==> config.mk <==
export PLATFORM = sky130hd
export DESIGN_NAME = psr_sr_ctrl
export DESIGN_NICKNAME = d
export VERILOG_FILES = /design/src/rtl/psr_sr_pkg.sv /design/src/rtl/psr_cfg.sv /design/src/rtl/psr_idle_cnt.sv /design/src/rtl/psr_fsm.sv /design/src/rtl/psr_sr_ctrl.sv
export SDC_FILE = /design/constraint.sdc
export NUM_CORES = 1
export LEC_CHECK = 0
export BUFFER_PORTS_ARGS = -buffer_cell sky130_fd_sc_hd__buf_2
export CAP_MARGIN = 20
export CORE_MARGIN = 2
export CORE_UTILIZATION = 29
export CTS_CLUSTER_DIAMETER = 30
export CTS_CLUSTER_SIZE = 40
export DETAILED_ROUTE_END_ITERATION = 10
export SYNTH_ARGS = -nofsm -noshare
export SYNTH_HDL_FRONTEND = slang
export SYNTH_SLANG_ARGS = --single-unit
==> constraint.sdc <==
create_clock -name clk -period 2.6 [get_ports clk]
set_clock_uncertainty 0.15 [all_clocks]
set_input_delay 0.26 -clock clk [delete_from_list [all_inputs] [get_ports clk]]
set_output_delay 0.26 -clock clk [all_outputs]
set_load 0.01 [all_outputs]
==> src/rtl/psr_sr_pkg.sv <==
package psr_sr_pkg;

    typedef enum logic [2:0] {
        PS_OFF      = 3'd0,
        PS_IDLE     = 3'd1,
        PS_ENTERING = 3'd2,
        PS_ACTIVE   = 3'd3,
        PS_SFU      = 3'd4,
        PS_EXIT     = 3'd5
    } psr_state_e;

    typedef enum logic [1:0] {
        WK_0US    = 2'd0,
        WK_100US  = 2'd1,
        WK_500US  = 2'd2,
        WK_2500US = 2'd3
    } wake_code_e;

    localparam int          MIN_IDLE_FRAMES = 6;
    localparam logic [4:0]  MAX_SLEEP_VAL   = 5'h1F;

    function automatic wake_code_e wake_encode(input logic [7:0] t);
        if (t > 8'd5)      return WK_2500US;
        else if (t > 8'd1) return WK_500US;
        else if (t > 8'd0) return WK_100US;
        else               return WK_0US;
    endfunction

    function automatic logic is_transitional(input psr_state_e s);
        return (s == PS_ENTERING) || (s == PS_SFU) || (s == PS_EXIT);
    endfunction

endpackage

==> src/rtl/psr_cfg.sv <==
module psr_cfg
    import psr_sr_pkg::*;
#(
    parameter int IDLE_W = 4,
    parameter int WAKE_W = 4
) (
    input  logic              clk,
    input  logic              rst,
    input  logic [WAKE_W-1:0] wake_sel,
    input  logic [IDLE_W-1:0] idle_prog,
    output wake_code_e        wake_code_o,
    output logic [IDLE_W-1:0] idle_thr_o
);
    localparam logic [IDLE_W-1:0] MIN_THR = IDLE_W'(MIN_IDLE_FRAMES);

    logic [7:0] sel_ext;

    generate
        if (WAKE_W >= 8) begin : g_wide
            assign sel_ext = (|wake_sel[WAKE_W-1:0] & (wake_sel > WAKE_W'(255)))
                             ? 8'hFF : wake_sel[7:0];
        end else begin : g_narrow
            assign sel_ext = 8'(wake_sel);
        end
    endgenerate

    always_ff @(posedge clk) begin
        if (rst) wake_code_o <= WK_0US;
        else     wake_code_o <= wake_encode(sel_ext);
    end

    always_comb begin
        idle_thr_o = (idle_prog > MIN_THR) ? idle_prog : MIN_THR;
    end

endmodule

==> src/rtl/psr_idle_cnt.sv <==
module psr_idle_cnt #(
    parameter int IDLE_W = 4
) (
    input  logic              clk,
    input  logic              rst,
    input  logic              count_en,
    input  logic              vblank,
    input  logic              update,
    input  logic [IDLE_W-1:0] thr,
    output logic              reached
);
    logic [IDLE_W-1:0] cnt_q;

    always_ff @(posedge clk) begin
        if (rst || !count_en || update)   cnt_q <= '0;
        else if (vblank && (cnt_q < thr)) cnt_q <= cnt_q + 1'b1;
    end

    assign reached = (cnt_q >= thr);

endmodule

==> src/rtl/psr_fsm.sv <==
module psr_fsm
    import psr_sr_pkg::*;
(
    input  logic       clk,
    input  logic       rst,
    input  logic       enable,
    input  logic       activate,
    input  logic       sfu_req,
    input  logic       vblank,
    input  logic       exit_req,
    input  logic       exit_ack,
    input  logic       idle_reached,
    output psr_state_e state_o,
    output logic       in_trans_o,
    output logic       link_idle_o,
    output logic       sfu_pend_o
);
    psr_state_e st_q, st_d;
    logic       sfu_d;

    always_comb begin
        st_d = st_q;
        if (!enable) begin
            st_d = PS_OFF;
        end else begin
            case (st_q)
                PS_OFF:      st_d = PS_IDLE;
                PS_IDLE:     if (activate) st_d = PS_ENTERING;
                PS_ENTERING: begin
                    if (exit_req)          st_d = PS_EXIT;
                    else if (idle_reached) st_d = PS_ACTIVE;
                end
                PS_ACTIVE: begin
                    if (exit_req)        st_d = PS_EXIT;
                    else if (sfu_pend_o) st_d = PS_SFU;
                end
                PS_SFU: begin
                    if (exit_req)    st_d = PS_EXIT;
                    else if (vblank) st_d = PS_ACTIVE;
                end
                PS_EXIT:     if (exit_ack) st_d = PS_IDLE;
                default:     st_d = PS_OFF;
            endcase
        end
    end

    always_comb begin
        sfu_d = sfu_pend_o;
        if (!enable)                            sfu_d = 1'b0;
        else if (sfu_req && st_q != PS_OFF)     sfu_d = 1'b1;
        else if (st_q == PS_SFU && st_d == PS_ACTIVE) sfu_d = 1'b0;
    end

    always_ff @(posedge clk) begin
        if (rst) begin
            st_q        <= PS_OFF;
            in_trans_o  <= 1'b0;
            link_idle_o <= 1'b0;
            sfu_pend_o  <= 1'b0;
        end else begin
            st_q        <= st_d;
            in_trans_o  <= is_transitional(st_d);
            link_idle_o <= (st_d == PS_ACTIVE);
            sfu_pend_o  <= sfu_d;
        end
    end

    assign state_o = st_q;

endmodule

==> src/rtl/psr_sr_ctrl.sv <==
module psr_sr_ctrl
    import psr_sr_pkg::*;
#(
    parameter int IDLE_W = 4,
    parameter int WAKE_W = 4
) (
    input  logic              clk,
    input  logic              rst,
    input  logic              ctl_enable,
    input  logic              ctl_activate,
    input  logic              ctl_sfu_req,
    input  logic [WAKE_W-1:0] ctl_wake_sel,
    input  logic [IDLE_W-1:0] ctl_idle_frames,
    input  logic              vblank,
    input  logic              frame_update,
    input  logic              exit_req,
    input  logic              exit_ack,
    output logic [2:0]        sts_state,
    output logic              sts_in_trans,
    output logic              link_idle,
    output logic              sfu_pending,
    output logic [1:0]        wake_code,
    output logic [4:0]        max_sleep
);
    psr_state_e        state;
    wake_code_e        wcode;
    logic [IDLE_W-1:0] idle_thr;
    logic              idle_reached;

    psr_cfg #(.IDLE_W(IDLE_W), .WAKE_W(WAKE_W)) u_cfg (
        .clk         (clk),
        .rst         (rst),
        .wake_sel    (ctl_wake_sel),
        .idle_prog   (ctl_idle_frames),
        .wake_code_o (wcode),
        .idle_thr_o  (idle_thr)
    );

    psr_idle_cnt #(.IDLE_W(IDLE_W)) u_cnt (
        .clk      (clk),
        .rst      (rst),
        .count_en (state == PS_ENTERING),
        .vblank   (vblank),
        .update   (frame_update),
        .thr      (idle_thr),
        .reached  (idle_reached)
    );

    psr_fsm u_fsm (
        .clk          (clk),
        .rst          (rst),
        .enable       (ctl_enable),
        .activate     (ctl_activate),
        .sfu_req      (ctl_sfu_req),
        .vblank       (vblank),
        .exit_req     (exit_req),
        .exit_ack     (exit_ack),
        .idle_reached (idle_reached),
        .state_o      (state),
        .in_trans_o   (sts_in_trans),
        .link_idle_o  (link_idle),
        .sfu_pend_o   (sfu_pending)
    );

    assign sts_state = state;
    assign wake_code = wcode;
    assign max_sleep = MAX_SLEEP_VAL;

endmodule

==> run_results.csv <==
group,metric,value,unit
min_path,hold_depth,2,
final_layout,final_core_util,0.369,
power,p_leak,0.401,nW
power,combPwrFrac,0.137,
placement,place_area,870,um2
final_layout,fin_area,906,um2
synthesis,ys_top_cells_by_count,"12 x dfxtp_1, 11 x a21oi_1, 6 x inv_1",
placement,dp_cells,139,
setup_path,path_cells,"ha_1, nor2b_4, o211a_4, or4_1, a21oi_1",
flow_run,maxCapViolCount,0,
power,p_seq_frac,0.479,
floorplan,top_level_ports,30,
synthesis,async_reset_ff_frac,0,
global_routing,first_global_vias,633,
detailed_routing,drtPass1Iterations,4,
synthesis,ys_seq_elements,12,
clock_tree,holdBufCountCts,0,
detailed_routing,post_drt_wl_per_cell,11.6,um
setup_path,rr_worst_depth,5,
synthesis,syn_inst,87,
synthesis,ys_seq_area_frac,0.325,
final_layout,fillers,262,
timing,fin_crit_sh,0.730,
placement,io_buffers,24,
synthesis,syn_avg_cell_area,8.50,um2
final_layout,nets,136,
clock_tree,cts_setup_buffers,0,
floorplan,initial_core_util,0.301,
timing,holdWs,0.0443,ns
synthesis,ys_top_cells_by_area,"dfxtp_1 32%, ha_1 8.5%, a21oi_1 7.4%, buf_4 5.1%, nor3b_1 4.1%",
power,p_int,0.000298,W
power,power.switching,0.000102,W
detailed_routing,drt_iter0_drc,10,
setup_path,start_kind,"flip-flop",
setup_path,critPathMaxFanout,6,
detailed_routing,wl,1660,um
synthesis,synth_edf_count,0,
timing,relSlewSlack,0.623,
synthesis,yosysTopAreaCellShare,0.325,
power,peakVddDrop,295,uV
timing,fmax,527,MHz
timing,hold_viol,0,
power,power_density,442,nW/um2
power,power_frac_clock,0.384,
setup_path,timing.critical_path.to_type,"flip-flop",
placement,dp_hpwl,1330,um
global_routing,grt_max_degree,12,
global_routing,antenna_found_initial,0,
final_layout,fin_cells,143,
clock_tree,path_clk_slew,0.09,ns
clock_tree,cts_max_level,1,
final_layout,multi_input_area,449,um2
synthesis,yosysMostFrequentCell,"dfxtp_1",
floorplan,die_h,54.5,um
final_layout,area_delta_synth_final,22.5,%
min_path,hold_class,"primary input to flip-flop",
timing,min_period,1.90,ns
floorplan,core,2450,um2
clock_tree,cts_tree,"built",
timing,tns,0,ns
setup_path,max_stage_delay,0.49,ns
power,switching_share,0.255,
clock_tree,cts_buffers,3,
timing,tightest_slew,0.552,ns
final_layout,seq_area,240,um2
global_routing,grt_usage,0.130,
global_routing,grt.overflow.total,0,
synthesis,yosysWarnings,0,
timing,setup_viol,0,
clock_tree,cts_buffer_depth,2,
detailed_routing,vias,709,
setup_path,crit_type,"flip-flop to flip-flop",
placement,place_congestion,0.786,
synthesis,synth_flop_cell,"dfxtp_1",
synthesis,synth_top_area_cell,"dfxtp_1",
setup_path,cp.required,2.66,ns
setup_path,slowest_stage,"or4_1",
floorplan,rows,18,
global_routing,grt_pass1_wl,2770,um
setup_path,cp.arrival,1.96,ns
clock_tree,clk_latency,0.28,ns
outcome,outcome,"finished, final reports clean",
clock_tree,cts_sinks,12,
timing,slew_viol_final,0,
floorplan,die_w,54.5,um
synthesis,synth_area,739,um2
detailed_routing,ant_nets,0,
final_layout,drive_gt1_frac,0.292,
timing,rsz0062_at_grt,"no",
clock_tree,cts-root-buf,"clkbuf_4",
synthesis,ys_types,33,
detailed_routing,drc_errors,0,
floorplan,die-area,2970,um2
clock_tree,cts_resized,0,
final_layout,diodes,0,
detailed_routing,viasPerCell,4.96,
[through the flow]
| stage | power, W | setup slack [ns] |
|---|---|---|
| final | 0.000400 | 0.701 |
| after global routing | 0.000423 | 0.627 |
| after CTS | 0.000406 | 0.701 |
| after detailed placement | 0.000251 | 0.576 |
| after global placement | 0.000250 | 0.612 |
| after floorplan | 0.000232 | 0.756 |
[cells in the final DEF (no fill, tap or decap), types with 2 or more instances in the layout]
cell type | netlist | routed
a221oi_1 | 2 | 2
nand3_1 | 4 | 4
ha_1 | 5 | 5
nand2_1 | 5 | 5
or4_1 | 2 | 2
a31o_2 | 2 | 2
inv_1 | 6 | 6
o21ai_0 | 2 | 2
conb_1 | 1 | 5
a21oi_1 | 11 | 11
buf_2 | 1 | 24
nor3b_1 | 4 | 4
nor2_1 | 5 | 5
o31ai_1 | 3 | 3
dfxtp_1 | 12 | 12
clkbuf_4 | 0 | 3
[power groups by stage]
stage	clock, W	sequential (W)	combinational, W
final	0.000154	0.000192	0.0000547
after global routing	0.000168	0.000193	0.0000617
after CTS	0.000159	0.000192	0.0000549
after detailed placement	0	0.000196	0.0000546
after global placement	0	0.000196	0.0000537
after floorplan	0	0.000198	0.0000343
[path summary, 6_finish.rpt]
path | from | end | slack, ns
worst max-delay path | u_cnt.cnt_q[1]$_SDFFE_PP0P_ | u_cnt.cnt_q[3]$_SDFFE_PP0P_ | 0.70
worst min-delay path | rst | u_cfg.wake_code_o[0]$_SDFF_PP0_ | 0.04
worst min register to register | u_fsm.sfu_pend_o$_SDFFE_PP0P_ | u_fsm.sfu_pend_o$_SDFFE_PP0P_ | 0.35
worst max register to register | u_cnt.cnt_q[1]$_SDFFE_PP0P_ | u_cnt.cnt_q[3]$_SDFFE_PP0P_ | 0.70
[critical path, delay by kind of cell (launching register included)]
kind / cells / cell delay [ns]
and+or+nand+nor: 2 / 0.63
DFF: 1 / 0.34
adders and majority gates: 1 / 0.32
AOI/OAI and AO/OA: 2 / 0.38
[layout make-up]
class / count / area share
Sequential cell: 12 / 0.265
Clock buffer: 4 / 0.0401
Inverter: 6 / 0.0249
Timing Repair Buffer: 24 / 0.133
Tap cell: 30 / 0.0414
Multi-Input combinational cell: 67 / 0.496
[state kept, by name, summed over array words and instances, names as in the netlist]
register / count
u_cnt.cnt_q: 4
u_fsm.state_o: 3
u_cfg.wake_code_o: 2
u_fsm.in_trans_o: 1
u_fsm.link_idle_o: 1
u_fsm.sfu_pend_o: 1
[layer usage]
metal  track usage  wire length, um
met2         0.207              769
met4        0.0375                0
met1         0.164              763
met3        0.0492              126
met5             0                0
[kinds of logic (layout without fill, tap and decap cells)]
family | after synthesis | in the layout | synth area share
flops | 12 | 12 | 0.325
fa+ha+maj | 5 | 5 | 0.0846
compound gates | 28 | 28 | 0.264
simple gates | 29 | 29 | 0.234
buf+inv | 12 | 34 | 0.0880
other cells | 1 | 5 | 0.00507
(Power assumes the default switching activity.)
